`config.mk`:
```
export PLATFORM = sky130hd
export DESIGN_NAME = mcl_loopback
export DESIGN_NICKNAME = d
export VERILOG_FILES = /design/src/rtl/mcl_pkg.sv /design/src/rtl/mcl_ctrl.sv /design/src/rtl/mcl_datapath.sv /design/src/rtl/mcl_loopback.sv
export SDC_FILE = /design/constraint.sdc
export NUM_CORES = 1
export LEC_CHECK = 0
export BUFFER_PORTS_ARGS = -buffer_cell sky130_fd_sc_hd__buf_2
export CORE_MARGIN = 5
export CORE_UTILIZATION = 42
export CTS_BUF_LIST = sky130_fd_sc_hd__clkbuf_8
export DETAILED_ROUTE_END_ITERATION = 12
export GPL_TIMING_DRIVEN = 0
export PLACE_DENSITY = 0.81
export SYNTH_ARGS = -nofsm -noshare
export SYNTH_HDL_FRONTEND = slang
export SYNTH_SLANG_ARGS = --single-unit
```
`constraint.sdc`:
```
create_clock -name clk -period 1.5 [get_ports clk]
set_input_delay 0.075 -clock clk [delete_from_list [all_inputs] [get_ports clk]]
set_output_delay 0.075 -clock clk [all_outputs]
set_load 0.02 [all_outputs]
```
`src/rtl/mcl_pkg.sv`:
```
package mcl_pkg;
  localparam int MODEM_N = 4;

  typedef struct packed {
    logic               loopNow;
    logic               loopNext;
    logic               refresh;
    logic [MODEM_N-1:0] levels;
    logic               pushTx;
    logic               pushBrk;
    logic               pushExt;
  } mcl_strobe_t;
endpackage

```
`src/rtl/mcl_ctrl.sv`:
```
module mcl_ctrl
  import mcl_pkg::*;
#(
  parameter int CTRL_W   = 16,
  parameter int LBE_BIT  = 7,
  parameter int DTR_BIT  = 10,
  parameter int RTS_BIT  = 11,
  parameter int OUT1_BIT = 12,
  parameter int OUT2_BIT = 13
) (
  input  logic              clk,
  input  logic              rstN,
  input  logic              ctrlWrEn,
  input  logic [CTRL_W-1:0] ctrlWrData,
  input  logic              lineWrEn,
  input  logic              lineBreak,
  input  logic              txWrEn,
  input  logic              extRxValid,
  output mcl_strobe_t       strobe
);
  localparam int SRC_POS [MODEM_N] = '{RTS_BIT, DTR_BIT, OUT1_BIT, OUT2_BIT};

  logic               lbeReg;
  logic               brkReg;
  logic [MODEM_N-1:0] lvlReg;
  logic [MODEM_N-1:0] wrLevels;
  logic [MODEM_N-1:0] lvlNext;
  logic               lbeNext;

  for (genvar g = 0; g < MODEM_N; g++) begin : gSrc
    assign wrLevels[g] = ctrlWrData[SRC_POS[g]];
  end

  always_comb begin
    lbeNext = ctrlWrEn ? ctrlWrData[LBE_BIT] : lbeReg;
    lvlNext = ctrlWrEn ? wrLevels : lvlReg;
  end

  always_ff @(posedge clk or negedge rstN) begin
    if (!rstN) begin
      lbeReg <= 1'b0;
      brkReg <= 1'b0;
      lvlReg <= '0;
    end else begin
      lbeReg <= lbeNext;
      lvlReg <= lvlNext;
      if (lineWrEn) brkReg <= lineBreak;
    end
  end

  always_comb begin
    strobe          = '0;
    strobe.loopNow  = lbeReg;
    strobe.loopNext = lbeNext;
    strobe.levels   = lvlNext;
    strobe.refresh  = ctrlWrEn && ctrlWrData[LBE_BIT];
    strobe.pushTx   = txWrEn && lbeReg;
    strobe.pushBrk  = lineWrEn && lineBreak && !brkReg && lbeReg;
    strobe.pushExt  = extRxValid && !lbeReg;
  end
endmodule

```
`src/rtl/mcl_datapath.sv`:
```
module mcl_datapath
  import mcl_pkg::*;
#(
  parameter int DATA_W    = 8,
  parameter int BREAK_BIT = 10,
  parameter int FLAG_W    = 9,
  parameter int CTS_POS   = 0,
  parameter int DSR_POS   = 1,
  parameter int DCD_POS   = 2,
  parameter int RI_POS    = 8,
  localparam int ENTRY_W  = BREAK_BIT + 1
) (
  input  logic               clk,
  input  logic               rstN,
  input  mcl_strobe_t        strobe,
  input  logic [DATA_W-1:0]  txData,
  input  logic [DATA_W-1:0]  extRxData,
  input  logic [MODEM_N-1:0] extModem,
  output logic [FLAG_W-1:0]  flagBits,
  output logic [MODEM_N-1:0] msIntSet,
  output logic [MODEM_N-1:0] msIntClr,
  output logic               rxPushValid,
  output logic [ENTRY_W-1:0] rxPushData
);
  localparam int FLAG_POS [MODEM_N] = '{CTS_POS, DSR_POS, DCD_POS, RI_POS};

  logic [MODEM_N-1:0] srcLevels;
  logic [FLAG_W-1:0]  flagNext;
  logic               pushNext;
  logic [ENTRY_W-1:0] entryNext;

  assign srcLevels = strobe.loopNext ? strobe.levels : extModem;

  always_comb begin
    flagNext = '0;
    for (int k = 0; k < MODEM_N; k++) flagNext[FLAG_POS[k]] = srcLevels[k];
  end

  always_comb begin
    pushNext  = 1'b1;
    entryNext = '0;
    if (strobe.pushTx)       entryNext[DATA_W-1:0] = txData;
    else if (strobe.pushBrk) entryNext[BREAK_BIT]  = 1'b1;
    else if (strobe.pushExt) entryNext[DATA_W-1:0] = extRxData;
    else                     pushNext = 1'b0;
  end

  always_ff @(posedge clk or negedge rstN) begin
    if (!rstN) begin
      flagBits    <= '0;
      msIntSet    <= '0;
      msIntClr    <= '0;
      rxPushValid <= 1'b0;
      rxPushData  <= '0;
    end else begin
      flagBits    <= flagNext;
      msIntSet    <= strobe.refresh ? strobe.levels : '0;
      msIntClr    <= strobe.refresh ? '1 : '0;
      rxPushValid <= pushNext;
      rxPushData  <= entryNext;
    end
  end
endmodule

```
`src/rtl/mcl_loopback.sv`:
```
module mcl_loopback
  import mcl_pkg::*;
#(
  parameter int CTRL_W    = 16,
  parameter int DATA_W    = 8,
  parameter int BREAK_BIT = 10,
  parameter int FLAG_W    = 9,
  localparam int ENTRY_W  = BREAK_BIT + 1
) (
  input  logic               clk,
  input  logic               rstN,
  input  logic               ctrlWrEn,
  input  logic [CTRL_W-1:0]  ctrlWrData,
  input  logic               lineWrEn,
  input  logic               lineBreak,
  input  logic               txWrEn,
  input  logic [DATA_W-1:0]  txData,
  input  logic               extRxValid,
  input  logic [DATA_W-1:0]  extRxData,
  input  logic [MODEM_N-1:0] extModem,
  output logic [FLAG_W-1:0]  flagBits,
  output logic [MODEM_N-1:0] msIntSet,
  output logic [MODEM_N-1:0] msIntClr,
  output logic               rxPushValid,
  output logic [ENTRY_W-1:0] rxPushData,
  output logic               loopbackActive
);
  mcl_strobe_t strobe;

  mcl_ctrl #(.CTRL_W(CTRL_W)) i_ctrl (
    .clk(clk), .rstN(rstN), .ctrlWrEn(ctrlWrEn), .ctrlWrData(ctrlWrData),
    .lineWrEn(lineWrEn), .lineBreak(lineBreak), .txWrEn(txWrEn),
    .extRxValid(extRxValid), .strobe(strobe)
  );

  mcl_datapath #(.DATA_W(DATA_W), .BREAK_BIT(BREAK_BIT), .FLAG_W(FLAG_W)) i_dp (
    .clk(clk), .rstN(rstN), .strobe(strobe), .txData(txData),
    .extRxData(extRxData), .extModem(extModem), .flagBits(flagBits),
    .msIntSet(msIntSet), .msIntClr(msIntClr), .rxPushValid(rxPushValid),
    .rxPushData(rxPushData)
  );

  assign loopbackActive = strobe.loopNow;
endmodule

```
==> impl_metrics.ini, run 1 <==
[synthesis]
synth_area_leader_cell = dfrtp_1
syn_area_sq_um = 1077
ys_types = 18
ys_seq_area_frac = 0.5807
netlist_top_cells_area = dfrtp_1, mux2i_1, buf_4
avgSynthCellArea_sq_um = 13.64
synth_warnings = 0
syn_inst = 79
synth_top_area_share = 0.5807
ys_ff_latch = 25

[placement]
hpwl_mm = 1.748
place_congestion = 0.7326
io_buffers = 53

[timing]
setup_viol = 0
max_slew_margin = 0.6407
min_period_over_period = 0.7659
fin_skew_ns = 0.008104
rsz0062_at_grt = false
drv_slew = 0
hold_viol_final = 0
worst_slew_pin_slew_ns = 0.5390
tns_ns = 0
clock.fmax_mhz = 870.4
fin_crit_ns = 1.149
whs_ns = 0.03975

[drt]
vias_per_cell = 4.609
ant_nets = 0
drcViolationCount = 0
drt_first_iter_violations = 9
post_drt_wl_per_cell_um = 13.07
dr.pass1.iters = 2
vias = 802
drt_wl_total_mm = 2.274

[die]
start_util = 0.4388
core_area_sq_um = 2455
io_pins = 73
die_y_um = 60.65
num_rows = 18
fp.dieW_um = 60.65
dieArea_sq_um = 3678

[outcome]
status = finished clean

[clock_tree]
ctsLongestPathBuffers = 2
cts_tree = built
path_clk_slew_ns = 0.07
cts_buffers = 3
cts_setup_buffers = 0
post_cts_resized = 0
insertion_delay_ns = 0.26
cts-hold-fix-buffers = 2
htreeDepth = 1
clock-sinks = 25
cts_root_buffer = clkbuf_8

[final_layout]
fin_nets = 188
n_antenna_cell = 0
area_growth_pct = 36.24
drive_gt1_frac = 0.5278

[setup_path]
cpMostUsedCell = buf_6
worstSetupEndpointType = register
crit_type = reg -> reg
crit_family = flip-flops
crit_slowest_cell = dfrtp_1
cp.required_ns = 1.65
crit_chain = buf_6 > and2_4 > buf_6 > a22o_1
cp.arrival_ns = 1.29
start_kind = register
slowest_delay_ns = 0.39
cp_max_fo = 10
path_buf_inv = 2

[global_routing]
grt_pass1_vias = 883
met1_usage = 0.1497
grt_pass1_wl_mm = 3.712
grt_max_degree = 26
grt_antenna_before_repair = 0
groute.layer.met3.usage = 0.02766
use_met2 = 0.2412
gr-total-overflow = 0
grt-busiest-layer = met2
globalRouteTotalUtil = 0.1389

[job]
cap_violations = 0

[worst_hold_path]
hold_path.class = in -> reg

[power_and_ir_drop]
power.leakage_uw = 0.0008419
max-vdd-ir-drop_v = 0.0007039
power_density_nw_per_um2 = 994.0
-- metrics by stage --
stage                       util  total power, uW  instance area [sq um]  cells  worst slack [ns]
after CTS                 0.5979             1486                   1468    174            0.3438
final                     0.5979             1459                   1468    174            0.3511
after global placement    0.5714             1083                   1403    168            0.3857
after floorplan                -            967.4                   1100     85            0.3119
after global routing      0.5979             1541                   1468    174            0.3028
after detailed placement  0.5714             1095                   1403    168            0.3582
-- power breakdown --
| part | total [uW] | internal (uW) | switching (uW) |
|---|---|---|---|
| registers | 749 | 730 | 18.4 |
| clock network | 376 | 183 | 193 |
| logic | 334 | 151 | 183 |
-- synthesized netlist by cell type, drive strengths merged --
| cell | count |
|---|---|
| inv | 1 |
| nand3b | 1 |
| a22o | 8 |
| mux2i | 12 |
| and2 | 2 |
| nor2 | 1 |
| conb | 1 |
| nor3b | 1 |
| nor2b | 1 |
| dfrtp | 25 |
| buf | 15 |
| and3 | 4 |
| a31oi | 1 |
| mux2 | 6 |
-- kinds of logic after synthesis --
| family | share of synthesized area |
|---|---|
| muxes | 0.1742 |
| other | 0.003481 |
| DFF | 0.5807 |
| and+or+nand+nor | 0.06040 |
| AOI/OAI and AO/OA | 0.07085 |
| buffers and inverters | 0.1103 |
-- worst paths after layout --
path / startpoint / end / slack [ns] / depth (start not counted)
worst max-delay path: i_ctrl.lbeReg$_DFF_PN0_ / i_dp.rxPushData[5]$_DFF_PN0_ / 0.35 / 4
min in group asynchronous: rstN / i_dp.rxPushData[0]$_DFF_PN0_ / 0.32 / 2
worst min register to register: i_ctrl.brkReg$_DFFE_PN0P_ / i_ctrl.brkReg$_DFFE_PN0P_ / 0.50 / 1
worst min-delay path: extRxData[2] / i_dp.rxPushData[2]$_DFF_PN0_ / 0.04 / 2
worst max register to register: i_ctrl.lbeReg$_DFF_PN0_ / i_dp.rxPushData[5]$_DFF_PN0_ / 0.35 / 4
max in group asynchronous: rstN / i_dp.rxPushData[1]$_DFF_PN0_ / 0.81 / 2
-- area by class of cell --
class	instances	area, sq um
repair buffers	55	285.3
fillers	221	987.2
clock inverters	1	3.754
inverters	1	3.754
clock buffers	3	41.29
multi-input cells	44	355.3
well taps	30	37.54
flip-flops and latches	25	625.6
plain buffers	15	115.1
-- placed cells by master (no fill, tap or decap) --
cell,netlist,final
and3_1,4,4
buf_4,11,11
buf_2,2,55
mux2_1,2,2
dlygate4sd3_1,0,2
nand3b_1,1,1
a22o_1,8,8
clkbuf_8,0,3
conb_1,1,7
and2_4,1,1
mux2i_1,12,12
buf_6,2,2
nor2b_1,1,1
inv_1,1,2
nor2_1,1,1
and2_1,1,1
nor3b_1,1,1
mux2_2,4,4
dfrtp_1,25,25
a31oi_1,1,1
-- sequential cells by signal, indices dropped and copies added, names as in the netlist --
name	cells
i_ctrl.brkReg	1
i_dp.rxPushValid	1
i_ctrl.lbeReg	1
i_dp.flagBits	4
i_dp.rxPushData	9
i_dp.msIntClr	1
i_dp.msIntSet	4
i_ctrl.lvlReg	4
-- layer usage --
layer / part of all wire / wire, um
met5: 0 / 0
met4: 0.031 / 71
met2: 0.47 / 1079
met3: 0.12 / 272
met1: 0.37 / 850
(Power assumes the default switching activity.)
==> run 2: changes to the inputs <==
Clock period 1.5 ns to 1.1 ns, I/O delays scaled along.
==> run 2 against run 1 <==
Utilization grew 1.3 points. Combinational power up 40%. Final cell count is 2.3% higher. Die area stayed put. Non-clock buffer count rose by 4. Hold slack got worse by 0.022 ns. Wire length rose by 4.5%. Via count down 1.2%. Critical path depth shrank 1. First-iteration DRC count rose by 11%. Critical path type unchanged. Largest power group unchanged. Highest routed layer unchanged.
==> impl_metrics.ini, run 2 (synthesis results as in run 1) <==
[global_routing]
grt_max_degree = 26
globalRouteTotalUtil = 0.1332
grt_antenna_before_repair = 0
gr-total-overflow = 0
grt_pass1_wl_mm = 3.560
grt_pass1_vias = 836

[final_layout]
fin_nets = 192
area_growth_pct = 39.14
top_register = i_dp.rxPushData
layoutNonFillerInstCount = 178
final_cell_mix = buf_2, dfrtp_1, buf_4
drive_gt1_frac = 0.5473
post-route-cell-area_sq_um = 1499
largest_reg_flops = 9
n_antenna_cell = 0
final_common_cell = buf_2

[job]
cap_violations = 0

[timing]
clock.fmax_mhz = 943.6
fin_crit_ns = 1.060
min_period_over_period = 0.9635
setup_viol = 0
drv_slew = 0
fin_skew_ns = 0.007552
rsz0062_at_grt = false
hold_viol_final = 0
max_slew_margin = 0.6421
worst_slew_pin_slew_ns = 0.5368
layout_setup_ws_ns = 0.04018

[clock_tree]
cts_root_buffer = clkbuf_8
htreeDepth = 1
clock-sinks = 25
post_cts_resized = 0
cts_tree = built
ctsLongestPathBuffers = 2
insertion_delay_ns = 0.27
path_clk_slew_ns = 0.09
cts_buffers = 3

[setup_path]
r2r_cells = 3
cp-startpoint = i_ctrl.lbeReg$_DFF_PN0_
ff2ff_setup_slack_ns = 0.04
cp.arrival_ns = 1.21
cp.required_ns = 1.25
crit_type = reg -> reg
start_kind = register
cp_max_fo = 8
worstSetupEndpointType = register
r2r-end = i_dp.rxPushData[0]$_DFF_PN0_
reg2reg_from = i_ctrl.lbeReg$_DFF_PN0_

[drt]
vias_per_cell = 4.449
drcViolationCount = 0
ant_nets = 0
drt_first_iter_violations = 10
dr.pass1.iters = 3
vias = 792
post_drt_wl_per_cell_um = 13.35
drt_wl_total_mm = 2.376

[worst_hold_path]
hold_depth = 2
hold_path.class = in -> reg
hold_start = extRxData[6]
hold_end = i_dp.rxPushData[6]$_DFF_PN0_

[power_and_ir_drop]
p_comb_frac = 0.232
power_density_nw_per_um2 = 1349
p_switching_uw = 554.4
internal-power_uw = 1468
p_sw_frac = 0.2742
power.leakage_uw = 0.0008569
clock_power_share = 0.260
pwr-share-seq = 0.508
max-vdd-ir-drop_v = 0.0008155

[placement]
io_buffers = 53
pre_cts_slack_ns = -0.03194
dp_cells = 168
place_congestion = 0.7390
hpwl_mm = 1.883
placed_area_sq_um = 1404

[die]
core_area_sq_um = 2455
fp.dieW_um = 60.65
num_rows = 18
start_util = 0.4388
io_pins = 73
dieArea_sq_um = 3678
die_y_um = 60.65

[outcome]
status = finished clean
-- run 2: power groups by stage --
stage | combinational [uW] | sequential (uW) | clock, uW
after floorplan | 199 | 1120 | 0
final | 468 | 1030 | 527
after global routing | 508 | 1040 | 576
after detailed placement | 457 | 1040 | 0
after global placement | 441 | 1040 | 0
after CTS | 474 | 1030 | 546
-- run 2: critical path, cell delays in order (launching register included) --
cell and delay (ns):
dfrtp_2 0.46, and2_4 0.15, buf_6 0.12, a22o_1 0.21
-- run 2: worst max-delay path by stage --
stage / endpoint / slack [ns]
global placement: i_dp.rxPushData[5]$_DFF_PN0_ / -0.01
floorplan: i_dp.rxPushData[0]$_DFF_PN0_ / -0.04
CTS: i_dp.rxPushData[0]$_DFF_PN0_ / 0.05
detailed placement: i_dp.rxPushData[0]$_DFF_PN0_ / -0.03
global route: i_dp.rxPushData[0]$_DFF_PN0_ / 0.005
finish: i_dp.rxPushData[0]$_DFF_PN0_ / 0.04
-- run 2: routing by layer --
layer / GRT usage / wire length, um
met1: 0.1349 / 856
met2: 0.2534 / 1228
met3: 0.02340 / 243
met4: 0.07430 / 48
met5: 0 / 0
-- run 2: stage by stage --
step                      setup TNS [ns]    util  hold slack, ns  power, uW
after global placement          -0.06899  0.5719         0.06190       1477
after floorplan                  -0.3557       -         -0.2406       1319
after global routing                   0  0.6106         0.01111       2122
after CTS                              0  0.6106         0.01025       2048
final                                  0  0.6106         0.01759       2022
after detailed placement         -0.2115  0.5719         0.07112       1499
-- run 2: layout make-up --
type / count / area, sq um
buffer: 14 / 103.9
clock buffer: 3 / 41.29
sequential: 25 / 626.9
inverter: 1 / 3.754
fill: 214 / 955.9
multi-input combinational: 44 / 355.3
timing repair buffer: 60 / 325.3
tap: 30 / 37.54
clock inverter: 1 / 5.005
-- run 2: repair_timing --
item	4_1_cts	5_1_grt
hold buffers	3	0
setup buffers	4	0
endpoints found under the hold margin	27	0
endpoints found under the setup margin	8	0
